<file path="src/rtl/dgcsr_pkg.sv">
package dgcsr_pkg;
  localparam int NUM_EV    = 6;
  localparam int LEN_W     = 3;
  localparam int GAP_W     = 4;
  localparam int GO_BIT    = 31;
  localparam int STOP_BIT  = 30;
  localparam int HALT_BIT  = 29;
  localparam int CHAIN_BIT = 27;
  localparam int LEN_LSB   = 20;
  localparam int GAP_LSB   = 16;
  localparam int ACT_BIT   = 15;
  localparam int STAT_BASE = 8;

  // event index: 0 parity, 1 backplane, 2 local, 3 done, 4 halted, 5 stopped
  function automatic int ev_slot(input int idx);
    return (idx < 4) ? idx : idx + 1;
  endfunction

  typedef struct packed {
    logic             chain;
    logic [LEN_W-1:0] len;
    logic [GAP_W-1:0] gap;
  } dgc_cfg_t;
endpackage

</file>
<file path="src/rtl/dgcsr_rst_sync.sv">
module dgcsr_rst_sync #(
  parameter int STAGES = 2
) (
  input  logic clk,
  input  logic rst_n,
  output logic rst_sync_n
);
  logic [STAGES-1:0] sync_q;

  always_ff @(posedge clk or negedge rst_n) begin
    if (!rst_n) sync_q <= '0;
    else        sync_q <= {sync_q[STAGES-2:0], 1'b1};
  end

  assign rst_sync_n = sync_q[STAGES-1];
endmodule

</file>
<file path="src/rtl/dgcsr_cfg.sv">
module dgcsr_cfg
  import dgcsr_pkg::*;
(
  input  logic     clk,
  input  logic     rst_n,
  input  logic     load,
  input  dgc_cfg_t cfg_in,
  output dgc_cfg_t cfg
);
  dgc_cfg_t cfg_q, cfg_d;

  always_comb begin
    cfg_d = load ? cfg_in : cfg_q;
  end

  always_ff @(posedge clk or negedge rst_n) begin
    if (!rst_n)    cfg_q <= '0;
    else if (load) cfg_q <= cfg_d;
  end

  assign cfg = cfg_q;
endmodule

</file>
<file path="src/rtl/dgcsr_evt.sv">
module dgcsr_evt #(
  parameter int N = 6
) (
  input  logic         clk,
  input  logic         rst_n,
  input  logic [N-1:0] set,
  input  logic [N-1:0] clr,
  input  logic         en_wr,
  input  logic [N-1:0] en_din,
  output logic [N-1:0] status,
  output logic [N-1:0] enable,
  output logic         irq
);
  logic [N-1:0] status_q, status_d;
  logic [N-1:0] enable_q, enable_d;

  always_comb begin
    status_d = (status_q & ~clr) | set;
    enable_d = en_wr ? en_din : enable_q;
  end

  always_ff @(posedge clk or negedge rst_n) begin
    if (!rst_n) begin
      status_q <= '0;
      enable_q <= '0;
    end else begin
      status_q <= status_d;
      if (en_wr) enable_q <= enable_d;
    end
  end

  assign status = status_q;
  assign enable = enable_q;
  assign irq    = |(status_q & enable_q);
endmodule

</file>
<file path="src/rtl/dgcsr_seq.sv">
module dgcsr_seq (
  input  logic clk,
  input  logic rst_n,
  input  logic go_req,
  input  logic stop_req,
  input  logic halt_req,
  input  logic finish,
  output logic active,
  output logic start_stb,
  output logic stop_stb,
  output logic halt_stb
);
  typedef enum logic {ST_IDLE, ST_RUN} seq_state_t;
  seq_state_t state_q, state_d;
  logic start_d, stop_d, halt_d;
  logic start_q, stop_q, halt_q;

  always_comb begin
    state_d = state_q;
    start_d = 1'b0;
    stop_d  = 1'b0;
    halt_d  = 1'b0;
    unique case (state_q)
      ST_IDLE: begin
        if (go_req) begin
          state_d = ST_RUN;
          start_d = 1'b1;
        end
      end
      ST_RUN: begin
        if (finish) begin
          state_d = ST_IDLE;
        end else begin
          stop_d = stop_req;
          halt_d = halt_req;
        end
      end
      default: state_d = ST_IDLE;
    endcase
  end

  always_ff @(posedge clk or negedge rst_n) begin
    if (!rst_n) begin
      state_q <= ST_IDLE;
      start_q <= 1'b0;
      stop_q  <= 1'b0;
      halt_q  <= 1'b0;
    end else begin
      state_q <= state_d;
      start_q <= start_d;
      stop_q  <= stop_d;
      halt_q  <= halt_d;
    end
  end

  assign active    = (state_q == ST_RUN);
  assign start_stb = start_q;
  assign stop_stb  = stop_q;
  assign halt_stb  = halt_q;
endmodule

</file>
<file path="src/rtl/dma_gcsr.sv">
module dma_gcsr
  import dgcsr_pkg::*;
(
  input  logic             clk,
  input  logic             rst_n,
  input  logic             wr_en,
  input  logic [31:0]      wr_data,
  output logic [31:0]      rd_data,
  output logic             irq,
  output logic             start_stb,
  output logic             stop_stb,
  output logic             halt_stb,
  output logic             chain_en,
  output logic [LEN_W-1:0] tenure_len,
  output logic [GAP_W-1:0] tenure_gap,
  input  logic             ev_done,
  input  logic             ev_stopped,
  input  logic             ev_halted,
  input  logic             ev_lerr,
  input  logic             ev_verr,
  input  logic             ev_perr
);
  logic              rst_i_n;
  logic              active;
  logic [NUM_EV-1:0] ev_vec, clr_vec, en_din, status, enable;
  dgc_cfg_t          cfg_in, cfg;

  dgcsr_rst_sync #(.STAGES(2)) u_rst (
    .clk(clk), .rst_n(rst_n), .rst_sync_n(rst_i_n)
  );

  assign ev_vec = {ev_stopped, ev_halted, ev_done, ev_lerr, ev_verr, ev_perr};

  for (genvar g = 0; g < NUM_EV; g++) begin : g_dec
    assign clr_vec[g] = wr_en & wr_data[STAT_BASE + ev_slot(g)];
    assign en_din[g]  = wr_data[ev_slot(g)];
  end

  assign cfg_in.chain = wr_data[CHAIN_BIT];
  assign cfg_in.len   = wr_data[LEN_LSB +: LEN_W];
  assign cfg_in.gap   = wr_data[GAP_LSB +: GAP_W];

  dgcsr_seq u_seq (
    .clk(clk), .rst_n(rst_i_n),
    .go_req(wr_en & wr_data[GO_BIT]),
    .stop_req(wr_en & wr_data[STOP_BIT]),
    .halt_req(wr_en & wr_data[HALT_BIT]),
    .finish(|ev_vec),
    .active(active),
    .start_stb(start_stb), .stop_stb(stop_stb), .halt_stb(halt_stb)
  );

  dgcsr_cfg u_cfg (
    .clk(clk), .rst_n(rst_i_n),
    .load(wr_en & ~active),
    .cfg_in(cfg_in), .cfg(cfg)
  );

  dgcsr_evt #(.N(NUM_EV)) u_evt (
    .clk(clk), .rst_n(rst_i_n),
    .set(ev_vec), .clr(clr_vec),
    .en_wr(wr_en), .en_din(en_din),
    .status(status), .enable(enable), .irq(irq)
  );

  always_comb begin
    rd_data = '0;
    rd_data[CHAIN_BIT] = cfg.chain;
    rd_data[LEN_LSB +: LEN_W] = cfg.len;
    rd_data[GAP_LSB +: GAP_W] = cfg.gap;
    rd_data[ACT_BIT] = active;
    for (int i = 0; i < NUM_EV; i++) begin
      rd_data[STAT_BASE + ev_slot(i)] = status[i];
      rd_data[ev_slot(i)]             = enable[i];
    end
  end

  assign chain_en   = cfg.chain;
  assign tenure_len = cfg.len;
  assign tenure_gap = cfg.gap;
endmodule

</file>
<file path="config.mk">
export PLATFORM = sky130hd
export DESIGN_NAME = dma_gcsr
export DESIGN_NICKNAME = d
export VERILOG_FILES = /design/src/rtl/dgcsr_pkg.sv /design/src/rtl/dgcsr_rst_sync.sv /design/src/rtl/dgcsr_cfg.sv /design/src/rtl/dgcsr_evt.sv /design/src/rtl/dgcsr_seq.sv /design/src/rtl/dma_gcsr.sv
export SDC_FILE = /design/constraint.sdc
export NUM_CORES = 1
export LEC_CHECK = 0
export ABC_AREA = 1
export BUFFER_PORTS_ARGS = -buffer_cell sky130_fd_sc_hd__buf_2
export CELL_PAD_IN_SITES_DETAIL_PLACEMENT = 0
export CELL_PAD_IN_SITES_GLOBAL_PLACEMENT = 1
export CORE_ASPECT_RATIO = 2
export CORE_MARGIN = 10
export CORE_UTILIZATION = 24
export DETAILED_ROUTE_END_ITERATION = 16
export PLACE_DENSITY_LB_ADDON = 0.1
export SYNTH_ARGS = -nofsm -noshare
export SYNTH_HDL_FRONTEND = slang
export SYNTH_SLANG_ARGS = --single-unit
</file>
<file path="constraint.sdc">
create_clock -name clk -period 1 [get_ports clk]
set_clock_uncertainty 0.2 [all_clocks]
set_input_delay 0.2 -clock clk [delete_from_list [all_inputs] [get_ports clk]]
set_output_delay 0.2 -clock clk [all_outputs]
set_load 0.01 [all_outputs]
</file>
==> qor.yml <==
period_share: 1.52
grtUsageTotal: 0.0933
cp_max_fo: 2
stdcell_area_um2: 2100
grt_pass1_vias: 1364
synth-seq-area-share: 0.555
place_congestion: 0.720
yosys.area.top_type: "dfrtp_1"
port_buffers: 64
clk_latency_ns: 0.27
power_density_nw_per_um2: 1250
drc_errors: 0
worstPathArrival_ns: 1.12
via_per_inst: 3.91
placed_cells_incl_taps: 269
coreArea_um2: 4820
fin_hold_ws_ns: -0.0773
hp-class: "in2reg"
wl_per_cell_um: 13.2
power.switching_mw: 0.731
rsz0062_at_grt: "yes"
clk_pin_slew_ns: 0.09
cp-start-kind: "flip-flop"
antenna_cells: 0
status: "complete, but fails checks"
critPathLaunch: "u_evt.enable[1]"
yosysWarnings: 0
ant_nets: 0
wirelength_mm: 3.91
fin_nets: 280
worstPathRequired_ns: 0.60
start_util: 0.243
stdcell_count: 295
ir_worst_vdd_uv: 751
cts_tree: "yes"
p_int_mw: 1.90
p_total_mw: 2.63
switching_share: 0.278
min_period_ns: 1.52
dpl.hpwl_mm: 3.14
clock_path_buffers: 2
die_w_um: 69.4
dieArea_um2: 8250
synth_edf_count: 0
cts_made_buffers: 3
io_pins: 85
clock_sinks: 26
setup_ws_ns: -0.524
placed_area_um2: 1610
ys_ff_latch: 26
grt_pass1_wl_mm: 6.33
path_cells: "nand2_1 -> nand2_1 -> nor2_1 -> nand3_1 -> buf_2"
clk_root_buffer_cell: "clkbuf_8"
cap_violations: 0
reg2reg_from: "u_seq.active"
seq_area_um2: 652
drive_gt1_frac: 0.445
setup_viol: 47
multi_input_area_um2: 427
cts_htree_levels: 1
synth.distinct_cells: 11
p_comb_frac: 0.285
rows: 36
path_common_cell: "nand2_1"
worstHoldStart: "ev_stopped"
drv_slew: 0
synthesis.instances: 139
crit_type: "reg2out"
cp-end-kind: "output pin"
crit_family: "flip-flops"
antenna_found_initial: 0
drt_pass1_iterations: 3
power_frac_clock: 0.260
critPathSlowestCell: "dfrtp_1"
synth.cell_area_um2: 1170
vias: 1152
seq_power_share: 0.456
max_stage_delay_ns: 0.40
nFillCells: 494
synth_area_leaders: "dfrtp_1, nand2_1, buf_4, inv_1, nor2_8"
synth.most_common_cell: "nand2_1"
ys_top_cells_by_count: "nand2_1, dfrtp_1, buf_4"
path_buf_inv: 1
grt_start_max_net_pins: 15
drt_iter0_drc: 8
finalHoldViolCount: 11
syn_area_per_cell_um2: 8.43
area_growth_syn_to_layout_pct: 79.2
die_y_um: 119
grt_overflow: 0
ys_async_sr_fraction: 1.00
leakagePower_nw: 1.18
fmax_mhz: 656
synth_top_area_frac: 0.555
violations: "negative hold slack, negative setup slack"
ys.flop_type: "dfrtp_1"
-- metal layers --
| layer | up-vias | routed length, µm | part of all wire | global-route usage |
|---|---|---|---|---|
| li1 | 578 | - | - | - |
| met3 | 2 | 433 | 0.11 | 0.0449 |
| met4 | 0 | 29 | 0.0074 | 0.0304 |
| met2 | 48 | 2110 | 0.54 | 0.182 |
| met1 | 524 | 1330 | 0.34 | 0.0784 |
| met5 | - | 0 | 0 | 0 |
-- cell usage in the layout (no fill, tap or decap), types with 2 or more instances in the layout --
| master | instances |
|---|---|
| dfrtp_1 | 25 |
| nand2_4 | 2 |
| nor2_1 | 3 |
| conb_1 | 12 |
| nand2_2 | 9 |
| buf_4 | 11 |
| nor2_4 | 2 |
| nand2_1 | 63 |
| inv_1 | 5 |
| clkbuf_8 | 4 |
| inv_2 | 2 |
| dlygate4sd3_1 | 21 |
| buf_2 | 44 |
| buf_6 | 28 |
-- cell type report --
cell class              instances  share of cell area
clock buffers                   4              0.0262
flip-flops and latches         26               0.310
inverters                       8              0.0167
repair buffers                106               0.410
multi-input cells              94               0.203
well taps                      57              0.0339
-- flip-flops by register name, indices dropped and copies added, names as in the netlist --
name,count
u_evt.status,6
u_seq.active,1
u_seq.start_stb,1
u_seq.halt_stb,1
u_evt.enable,6
u_rst.sync_q,2
u_seq.stop_stb,1
u_cfg.cfg,8
-- power by group through the flow --
| stage | Combinational (mW) | Clock (mW) | Sequential, mW |
|---|---|---|---|
| finish | 0.748 | 0.682 | 1.20 |
| floorplan | 0.260 | 0 | 1.27 |
| global placement | 0.559 | 0 | 1.21 |
| global route | 0.830 | 0.761 | 1.21 |
| detailed placement | 0.560 | 0 | 1.21 |
| CTS | 0.724 | 0.722 | 1.19 |
-- through the flow --
stage | worst slack, ns | utilization | TNS, ns
finish | -0.524 | 0.436 | -10.33
floorplan | -0.120 | - | -0.467
CTS | -0.541 | 0.422 | -10.89
global route | -0.621 | 0.436 | -12.39
global placement | -0.214 | 0.335 | -1.32
detailed placement | -0.229 | 0.335 | -1.50
-- path summary, 6_finish.rpt --
| check | slack [ns] | depth (start not counted) | end |
|---|---|---|---|
| worst max-delay path | -0.52 | 5 | irq |
| worst min-delay path | -0.08 | 2 | u_evt.status[5] |
| worst max register to register | -0.22 | 5 | u_cfg.cfg[0] |
| worst min register to register | 0 | 1 | u_evt.status[3] |
| max in group asynchronous | 0.43 | 1 | u_seq.active |
| min in group asynchronous | 0 | 1 | u_evt.status[3] |
-- cell families after synthesis --
| family | share of synthesized area |
|---|---|
| other cells | 0.00641 |
| compound gates | 0.00641 |
| buf+inv | 0.158 |
| flops | 0.555 |
| simple gates | 0.274 |
-- what timing repair did --
item,CTS,global route
resized for setup,20,33
setup endpoints to repair,45,54
cloned,0,0
pin swaps,3,19
hold buffers,23,1
buffers inserted,8,4
endpoints found under the hold margin,26,5
Power figures use the tool's default switching activity.
